--- src/rtl/therm_gray_pkg.sv ---
package therm_gray_pkg;

    localparam int DEF_COL_BITS = 6;
    localparam int DEF_SEL_BITS = 2;

    // three-input majority
    function automatic logic maj3(input logic a, input logic b, input logic c);
        return (a & b) | (a & c) | (b & c);
    endfunction

endpackage

--- src/rtl/tg_bubble_fix.sv ---
module tg_bubble_fix #(
    parameter int W = 257
) (
    input  logic [W-1:0] raw,
    output logic [W-1:0] fixed
);
    import therm_gray_pkg::*;

    // padded view: one below the vector, zero above
    logic [W+1:0] padded;
    assign padded = {1'b0, raw, 1'b1};

    genvar j;
    generate
        for (j = 0; j < W; j++) begin : g_vote
            assign fixed[j] = maj3(padded[j], padded[j+1], padded[j+2]);
        end
    endgenerate

    // a word with no bubbles must pass through untouched
    always_comb begin
        if ((((raw + W'(1)) & raw) == '0)) begin

            clean_pass_chk: assert (fixed == raw)
                else $error("clean word altered by bubble vote");
        end
    end

endmodule

--- src/rtl/tg_col_enc.sv ---
module tg_col_enc #(
    parameter int COL_BITS = 6,
    localparam int SZ = 1 << COL_BITS
) (
    input  logic [SZ-1:0]       slice,
    input  logic                above,
    output logic [COL_BITS-1:0] code,
    output logic                active
);
    logic [SZ:0]   ext;
    logic [SZ-1:0] hot;

    assign ext = {above, slice};
    assign hot = slice & ~ext[SZ:1];

    always_comb begin
        code = '0;
        for (int k = 0; k < SZ; k++) begin
            if (hot[k]) code = code | COL_BITS'(k);
        end
    end

    assign active = |hot;

    always_comb begin
        if ($onehot(hot)) begin

            col_code_chk: assert (slice[code] && !ext[int'(code) + 1])
                else $error("column code does not point at the transition");
        end
    end

endmodule

--- src/rtl/tg_col_pick.sv ---
module tg_col_pick #(
    parameter int COL_BITS = 6,
    parameter int SEL_BITS = 2,
    localparam int NCOL   = 1 << SEL_BITS,
    localparam int CODE_W = COL_BITS + SEL_BITS
) (
    input  logic [NCOL-1:0]          act,
    input  logic [NCOL*COL_BITS-1:0] codes,
    input  logic                     ovr,
    output logic [CODE_W-1:0]        gray
);
    logic [SEL_BITS-1:0] sel;
    logic [CODE_W-1:0]   bin;

    // later (higher) columns override earlier ones
    always_comb begin
        sel = '0;
        for (int c = 0; c < NCOL; c++) begin
            if (act[c]) sel = SEL_BITS'(c);
        end
    end

    always_comb begin
        if (ovr) bin = '1;
        else     bin = {sel, codes[int'(sel)*COL_BITS +: COL_BITS]};
    end

    assign gray = bin ^ (bin >> 1);

    always_comb begin
        if (!ovr && (|act)) begin

            col_prio_chk: assert (act[bin[CODE_W-1:COL_BITS]] &&
                                  ((act >> (int'(bin[CODE_W-1:COL_BITS]) + 1)) == '0))
                else $error("column select is not the highest active column");
        end
    end

endmodule

--- src/rtl/therm_gray_dec.sv ---
module therm_gray_dec #(
    parameter int COL_BITS = therm_gray_pkg::DEF_COL_BITS,
    parameter int SEL_BITS = therm_gray_pkg::DEF_SEL_BITS,
    localparam int CODE_W = COL_BITS + SEL_BITS,
    localparam int NCMP   = 1 << CODE_W
) (
    input  logic              clk,
    input  logic              rst,
    input  logic [NCMP-1:0]   therm_in,
    output logic [CODE_W-1:0] gray_out,
    output logic              ovr_out
);
    localparam int NCOL = 1 << SEL_BITS;
    localparam int SZ   = 1 << COL_BITS;

    typedef struct packed {
        logic                active;
        logic [COL_BITS-1:0] code;
    } col_word_t;

    // stage 1: comparator capture on the falling edge
    logic [NCMP-1:0] therm_q;
    always_ff @(negedge clk) begin
        if (rst) therm_q <= '0;
        else     therm_q <= therm_in;
    end

    // bubble vote over the word with a virtual always-on bit at the bottom
    logic [NCMP:0] raw_ext, fix_ext;
    assign raw_ext = {therm_q, 1'b1};

    tg_bubble_fix #(.W(NCMP + 1)) u_fix (
        .raw   (raw_ext),
        .fixed (fix_ext)
    );

    logic [NCMP-1:0] level;
    logic            ovr_c;
    assign level = fix_ext[NCMP-1:0];
    assign ovr_c = fix_ext[NCMP];

    // column encoders
    col_word_t col_c [NCOL];
    genvar c;
    generate
        for (c = 0; c < NCOL; c++) begin : g_col
            logic above;
            if (c == NCOL - 1) begin : g_top
                assign above = 1'b0;
            end else begin : g_mid
                assign above = level[(c+1)*SZ];
            end
            tg_col_enc #(.COL_BITS(COL_BITS)) u_enc (
                .slice  (level[c*SZ +: SZ]),
                .above  (above),
                .code   (col_c[c].code),
                .active (col_c[c].active)
            );
        end
    endgenerate

    // stage 2: column latches on the rising edge
    col_word_t col_q [NCOL];
    logic      ovr_q2;
    always_ff @(posedge clk) begin
        if (rst) begin
            for (int k = 0; k < NCOL; k++) col_q[k] <= '0;
            ovr_q2 <= 1'b0;
        end else begin
            for (int k = 0; k < NCOL; k++) col_q[k] <= col_c[k];
            ovr_q2 <= ovr_c;
        end
    end

    logic [NCOL-1:0]          act_v;
    logic [NCOL*COL_BITS-1:0] code_v;
    always_comb begin
        for (int k = 0; k < NCOL; k++) begin
            act_v[k]                      = col_q[k].active;
            code_v[k*COL_BITS +: COL_BITS] = col_q[k].code;
        end
    end

    logic [CODE_W-1:0] gray_c;
    tg_col_pick #(.COL_BITS(COL_BITS), .SEL_BITS(SEL_BITS)) u_pick (
        .act   (act_v),
        .codes (code_v),
        .ovr   (ovr_q2),
        .gray  (gray_c)
    );

    // stage 3: output register on the next falling edge
    always_ff @(negedge clk) begin
        if (rst) begin
            gray_out <= '0;
            ovr_out  <= 1'b0;
        end else begin
            gray_out <= gray_c;
            ovr_out  <= ovr_q2;
        end
    end

    localparam logic [CODE_W-1:0] FS_GRAY = {1'b1, {(CODE_W-1){1'b0}}};


    ovr_fullscale_chk: assert property (@(negedge clk) disable iff (rst)
        ovr_out |-> (gray_out == FS_GRAY))
        else $error("overrange without full-scale code");

endmodule

--- config.mk ---
export PLATFORM = sky130hd
export DESIGN_NAME = therm_gray_dec
export DESIGN_NICKNAME = d
export VERILOG_FILES = /design/src/rtl/therm_gray_pkg.sv /design/src/rtl/tg_bubble_fix.sv /design/src/rtl/tg_col_enc.sv /design/src/rtl/tg_col_pick.sv /design/src/rtl/therm_gray_dec.sv
export SDC_FILE = /design/constraint.sdc
export NUM_CORES = 1
export LEC_CHECK = 0
export ABC_AREA = 1
export BUFFER_PORTS_ARGS = -buffer_cell sky130_fd_sc_hd__buf_2
export CELL_PAD_IN_SITES_DETAIL_PLACEMENT = 1
export CELL_PAD_IN_SITES_GLOBAL_PLACEMENT = 1
export CORE_ASPECT_RATIO = 1.5
export CORE_UTILIZATION = 25
export CTS_CLUSTER_SIZE = 25
export DETAILED_ROUTE_END_ITERATION = 6
export GPL_TIMING_DRIVEN = 0
export PLACE_DENSITY = 0.54
export SLEW_MARGIN = 25
export SYNTH_ARGS = -nofsm -noshare
export SYNTH_HDL_FRONTEND = slang
export SYNTH_SLANG_ARGS = --single-unit
--- constraint.sdc ---
create_clock -name clk -period 1.7 [get_ports clk]
set_clock_uncertainty 0.1 [all_clocks]
set_input_delay 0.17 -clock clk [delete_from_list [all_inputs] [get_ports clk]]
set_output_delay 0.17 -clock clk [all_outputs]
set_load 0.02 [all_outputs]
* Yosys cells after proc, flatten, opt, wreduce, memory -nomap -nowiden *
Memories as Yosys holds them, arrays and structs flattened.
Cells that the tools add are included.

word-level totals
  memories = 1
  logic and storage cells = 1,306
  output and inout port bits = 9
  flip-flop bits (word level) = 266
  input bits = 258
  memory bits (writable) = 28

memory list
  memory  words  width  read ports  clocked after Yosys merged registers in  write ports  RTL line              text
  col_q   4      7      4           0                                        4            therm_gray_dec.sv:63  col_word_t col_q [NCOL];

operators by class
  reduce and logical (&&, ||, !) cells = 4
  bitwise logic cells = 1,032
  multiply operators = 1
  shifts and indexed selects = 1
  multiplexer cells = 263

operators by type and width
  operator                                           number
  2-to-1 mux 6 bit                                   128
  bitwise OR 1 bit                                   514
  AND 1 bit                                          509
  2-to-1 mux 5 bit                                   64
  AND 64 bit                                         4
  OR reduction 64 bit                                4
  NOT 64 bit                                         3
  2-to-1 mux 4 bit                                   32
  NOT 63 -> 64 bit                                   1
  2-to-1 mux 3 bit                                   16
  indexed part select 24 x 32 -> 6 bit               1
  2-to-1 mux 7 bit                                   4
  2-to-1 mux 2 bit                                   10
  2-to-1 mux 1 bit                                   8
  2-to-1 mux 8 bit                                   1
  XOR 8 x 7 -> 8 bit                                 1
  multiplier 2 x 2 -> 4 bit (second input constant)  1

* Depth between registers and ports, before layout *
Gate-level depths: netlist of the first run.

  word-level depth = 69
  mapped depth = 11
  depth with buffers taken out = 11

* Cells and area by module *
Synthesis of the first run repeated with hierarchy kept, for this count alone.

unflattened totals
  cell total of the unflattened synthesis = 2,781
  area total of the unflattened synthesis = 16,151.7 um^2

by module, submodules not included
  module          sequential area each (um^2)  cells an instance  area each (um^2)  instances
  therm_gray_dec  5,885.6                      918                8,453.1           1
  tg_col_enc      0.0                          245                992.2             4
  tg_bubble_fix   0.0                          768                3,204.3           1
  tg_col_pick     0.0                          115                525.5             1

==> results of run 1 <==
-- timing repair --
item                                   in CTS  in global routing
setup endpoints to repair                  44                 44
endpoints found under the hold margin       2                  0
buffers inserted                           26                 30
gates cloned                                0                  0
hold buffers                                2                  0
pin swaps                                  95                145
gates resized for setup                   313                293
-- per-stage QoR --
step / hold WS, ns / cells / setup TNS (ns) / power, uW / area, um^2
after CTS: 0.00871 / 3924 / -25.81 / 22000 / 20800
after detailed placement: 0.585 / 3572 / -96.58 / 11600 / 17700
after global placement: 0.586 / 3572 / -99.99 / 11500 / 17700
final: 0.0227 / 3957 / -25.87 / 21700 / 21800
after floorplan: 0.425 / 2530 / -18.98 / 10500 / 15400
after global routing: 0.00926 / 3955 / -29.37 / 23600 / 21800
-- kinds of logic after synthesis --
logic type,after synthesis,synth area share (%)
AO/OA/AOI/OAI,131,4.50
AND/OR/NAND/NOR,1565,42.8
buffers and inverters,540,13.6
flip-flops,293,39.0
XOR/XNOR,1,0.0583
-- routing by layer --
metal | vias to the layer above | part of all wire (%) | global-route usage [%]
met4 | 0 | 2.3 | 6.75
met1 | 7863 | 40 | 17.8
met2 | 258 | 54 | 32.2
met5 | - | 0 | 0
li1 | 8898 | - | -
met3 | 74 | 3.8 | 3.85
-- flip-flops by register name (all words and copies together) (netlist names) --
| name | flops |
|---|---|
| gray_out | 8 |
| col_q | 27 |
| ovr_q2 | 1 |
| therm_q | 256 |
| ovr_out | 1 |
-- Yosys cell counts, types with 4 or more instances --
master / count / area, um^2
or2_1: 16 / 100
nand3b_1: 7 / 52.6
nor3_1: 4 / 20.0
nand3_1: 95 / 475
nand2_1: 828 / 3110
nand4_1: 135 / 845
inv_1: 496 / 1860
o21ai_1: 18 / 90.1
o21ai_0: 52 / 260
clkbuf_1: 24 / 90.1
o22ai_1: 6 / 37.5
nor2_2: 4 / 25.0
nor2_1: 470 / 1760
buf_2: 8 / 40.0
a21oi_1: 51 / 255
dfxtp_1: 293 / 5870
inv_2: 10 / 37.5
-- worst register-to-register path: stages, from the launching register on --
cell	delay [ns]
dfxtp_2	0.35
nand2_2	0.09
nand2_2	0.10
nand2_4	0.07
nand3_4	0.07
nand2_2	0.09
nor2_4	0.10
nand2_1	0.07
nor2_2	0.14
buf_4	0.14
a21oi_4	0.05
-- final timing paths --
path | start | end | slack, ns | cells after the start
worst max register to register | therm_q[125] | col_q[1][5] | -0.73 | 10
worst min register to register | ovr_q2 | gray_out[6] | 1.24 | 1
worst min-delay path | rst | col_q[2][2] | 0.02 | 3
worst max-delay path | therm_q[125] | col_q[1][5] | -0.73 | 10
-- final cells by class --
type                       count  area [um^2]  share of cell area (%)
multi-input combinational   1697         8340                    38.2
sequential                   293         6170                    28.3
inverter                     506         1930                    8.86
timing repair buffer         323         1840                    8.44
clock inverter               288         1270                    5.80
tap                          777          972                    4.45
clock buffer                  37          926                    4.24
buffer                        33          374                    1.71
antenna                        3         7.51                  0.0344
-- power breakdown --
group	internal [uW]	switching, uW
Clock	5640	4840
Combinational	1430	2100
Sequential	7340	382
Total	14400	7330
==> impl_results.md, run 1 <==
- Fillers: 7,808
- TritonCTS clock tree: done
- Row count: 109
- CP delay by family, top: simple AND/OR/NAND/NOR gates
- Setup-failing EPs final: 44
- #FFs+latches synth: about 300
- DRT iter0 DRCs: 325
- Max-slew headroom: between 30% and 40%
- Commonest non-fill, non-tap cell in the layout: inv_1
- Clk Latency, worst-skew pair: roughly 0.6 ns
- CP max FO: 3
- Grt ovf: 0
- Vias in the first global route: ~19,000
- Synthesized area per cell: 5.94 um^2
- Initial antenna violation count: 2
- Via/cell ratio: 4.32
- Largest net degree at the start of global routing: 13
- Asr flop ratio synth: 0%
- CP Launch Type: register
- GPL Wtd Cong: 0.794
- CP Cell Sequence: nand2_2 -> nand2_2 -> nand2_4 -> nand3_4 -> nand2_2 -> nor2_4 -> nand2_1 -> nor2_2 -> buf_4 -> a21oi_4
- Commonest non-fill, non-tap cells in the layout: inv_1 (726), nand2_1 (681), nor2_1 (376)
- Worst Path Buf+Inv: 1
- Synth unique cells: 30
- Root Buffer: clkbuf_16
- Largest stage delay on the critical path: roughly 0.35 ns
- Worst-path clk slew: 0.06 ns
- Final wirelength: 52.2 mm
- H-Tree Level Count: 2
- Hpwl dp: 41.2 mm
- Via Count: between 15,000 and 20,000
- Die Width: 202 um
- Ys flop type: dfxtp_1
- Outcome: finished with violations
- EDFF count, synth: 0
- Die footprint: 61,100 um^2
- Setup crit end kind: register
- Fin nets: 3,413
- CP Data Required Time: a little under 2 ns
- Static Leak: 0.0129 uW
- Power per standard cell area: 996 nW/um^2
- Peak supply drop: about 0.53 mV
- Critical path class: register to register
- Die Y: 302 um
- Final hold violation count: 0
- Final core utilization: a little under two fifths
- Worst slack at placement: -0.910 ns
- CTS Sinks: 293
- Post-Syn Instances: 2,530
- First-pass GRT wire length: 84.5 mm
- Worst hold path type: primary input to register
- Wirelength per Cell: 13.2 um
- Area grow syn2layout: 45.2%
- Ys Warns: 0
- Max Cap Viol: 0
- Core Region: 59,200 um^2
- Final Max Slew Viols: 0
- Max stage delay cell, worst path: dfxtp_2
- Violated checks: negative setup slack
- Antenna viol nets, final: 0
- Global Route Usage Sum: 16.9%
- RSZ-0062 raised after global routing: true
- CTS Buf Count: 36
- Starting density of the core: 25.4%
- Bufs on Longest Clock Path: 3
- Setup ws final: -0.729 ns
- Port bufs: 265
- Cell area after synthesis: 15,000 um^2
- Pin slew with the least headroom to its limit: between 1 and 1.5 ns
- Post-synthesis sequential area ratio: 39.0%
- Syn_nets: 2,788
- IO Count: 267
- Ratio of cells with drive above 1 in the final layout: between 20% and 30%
- Pre-antenna DRT Iters: 4
- DRC errors left: 0
- Crit path DAT: 2.72 ns
- Critical Path Most Common Cell: nand2_2
Power figures use the tool's default switching activity.
==> run 2, diff against run 1 <==
--- a/config.mk
+++ b/config.mk
@@ -10,11 +10,11 @@
 export CELL_PAD_IN_SITES_DETAIL_PLACEMENT = 1
 export CELL_PAD_IN_SITES_GLOBAL_PLACEMENT = 1
 export CORE_ASPECT_RATIO = 1.5
-export CORE_UTILIZATION = 25
+export CORE_UTILIZATION = 38
 export CTS_CLUSTER_SIZE = 25
 export DETAILED_ROUTE_END_ITERATION = 6
 export GPL_TIMING_DRIVEN = 0
-export PLACE_DENSITY = 0.54
+export PLACE_DENSITY = 0.78
 export SLEW_MARGIN = 25
 export SYNTH_ARGS = -nofsm -noshare
 export SYNTH_HDL_FRONTEND = slang
==> run 2 against run 1 <==
The flow still finishes with violations (negative setup slack). Utilization is 18 points higher. Combinational power hardly changed. Total power is 3.6% lower. Wire length is 0.25% lower. Sequential share of layout area is 0.67 points higher. First-iteration DRC count is 53% higher. Sequential cell count stayed put. Setup slack worse by 0.019 ns. Clock power is 8% lower. Critical path depth is 3 lower. Final area is 2.2% lower. Critical endpoint is now col_q[0][5]. Largest power group unchanged.
==> impl_results.md, run 2 (synthesis gave the netlist of run 1 again) <==
- CP max FO: 5
- First-pass GRT wire length: 82.7 mm
- Worst hold path type: primary input to register
- Placed insts: ~3,300
- Final wirelength: around 52 mm
- Peak supply drop: 0.894 mV
- IO Count: 267
- Violated checks: negative setup slack
- Core Region: ~39,000 um^2
- Power per standard cell area: 981 nW/um^2
- Pin slew with the least headroom to its limit: between 0.9 and 1 ns
- Min-delay src: rst
- Port bufs: 265
- DRC errors left: 0
- Root Buffer: clkbuf_16
- RSZ-0062 raised after global routing: true
- DRT iter0 DRCs: 496
- Via Count: 17,492
- Initial antenna violation count: 1
- Area grow syn2layout: 42.1%
- Via/cell ratio: 4.78
- Row count: 88
- Commonest non-fill, non-tap cells in the layout: inv_1 (722), nand2_1 (655), nor2_1 (365)
- Clk Latency, worst-skew pair: 0.65 ns
- TritonCTS clock tree: done
- Setup-failing EPs final: 44
- Top Registers: therm_q: 256 flops, col_q: 27 flops, gray_out: 8 flops
- Min Hold Slack: 0.253 ns
- CTS Sinks: 293
- CP Launch Type: register
- Post-route insts no fill: 3,659
- H-Tree Level Count: 1
- Largest net degree at the start of global routing: 16
- Outcome: finished with violations
- Worst-path clk slew: about 0.070 ns
- Global Route Usage Sum: 24.9%
- Fin nets: 3,397
- CP Data Required Time: 2.02 ns
- Crit path from: therm_q[62]
- Critical path class: register to register
- Bufs on Longest Clock Path: 3
- Grt ovf: 0
- Final hold violation count: 0
- Setup ws final: -0.747 ns
- Die footprint: 40,400 um^2
- Max-slew headroom: 38.7%
- Final Max Slew Viols: 0
- Ratio of cells with drive above 1 in the final layout: between 30 and 40%
- Antenna viol nets, final: 0
- Biggest register: therm_q
- Commonest non-fill, non-tap cell in the layout: inv_1
- Max Cap Viol: 0
- CTS Buf Count: 31
- Starting density of the core: between 30% and 40%
- Wirelength per Cell: around 14 um
- Hpwl dp: 37.2 mm
- Die Y: ~250 um
- Worst slack at placement: -0.848 ns
- Vias in the first global route: 19,234
- Crit path DAT: 2.76 ns
- Largest register FFs: ~260
- Die Width: around 160 um
- Setup crit end kind: register
- Static Leak: 0.0128 uW
- GPL Wtd Cong: 0.839
- R2R Path Start: therm_q[62]
- Reg2reg setup slack: -0.75 ns
- Pre-antenna DRT Iters: 4
-- run 2: final timing paths --
kind / to / cells past startpoint
setup / recovery: col_q[0][5] / 7
hold / removal: ovr_q2 / 4
setup reg to reg: col_q[0][5] / 7
hold reg to reg: gray_out[6] / 1
-- run 2: worst max-delay path, cell delays in order (launching register included) --
cell and delay [ns]:
dfxtp_2 0.34, or2_4 0.24, nand4_1 0.16, nand2_2 0.11, nor2_4 0.13, nand2_2 0.09
nor2_4 0.11, a21oi_1 0.10
-- run 2: area by class of cell --
type	count	area, um^2
Sequential cell	293	6180
Inverter	506	1930
Antenna cell	1	2.50
Timing Repair Buffer	313	1790
Multi-Input combinational cell	1697	8450
Clock inverter	288	1190
Clock buffer	34	830
Fill cell	5328	17400
Tap cell	495	619
Buffer	32	358
-- run 2: power by group --
part | internal (uW) | switching [uW]
Sequential | 7330 | 423
Combinational | 1430 | 2120
Clock | 4810 | 4840
-- run 2: timing repair --
item                                    in CTS  in global routing
cloned                                       0                  0
endpoints found under the setup margin      44                 45
endpoints found under the hold margin        6                  0
gates resized for setup                    291                375
setup buffers                               27                 18
hold buffers                                 3                  0
pin swaps                                   90                152
-- run 2: stage by stage --
stage / instance area [um^2] / utilization (%) / power, uW / TNS, ns
2_1_floorplan: 15400 / - / 10500 / -18.98
3_3_place_gp: 17300 / 44.6 / 11400 / -82.76
3_5_place_dp: 17300 / 44.6 / 11500 / -87.92
4_1_cts: 20200 / 52.2 / 20700 / -25.12
5_1_grt: 21400 / 55.1 / 22500 / -29.26
6_report: 21400 / 55.1 / 21000 / -26.20
-- run 2: routing by layer --
layer	global-route usage [%]	part of all wire (%)
met5	0	0
met4	11.0	3.2
met3	4.42	3.2
met2	50.7	57
met1	23.4	37
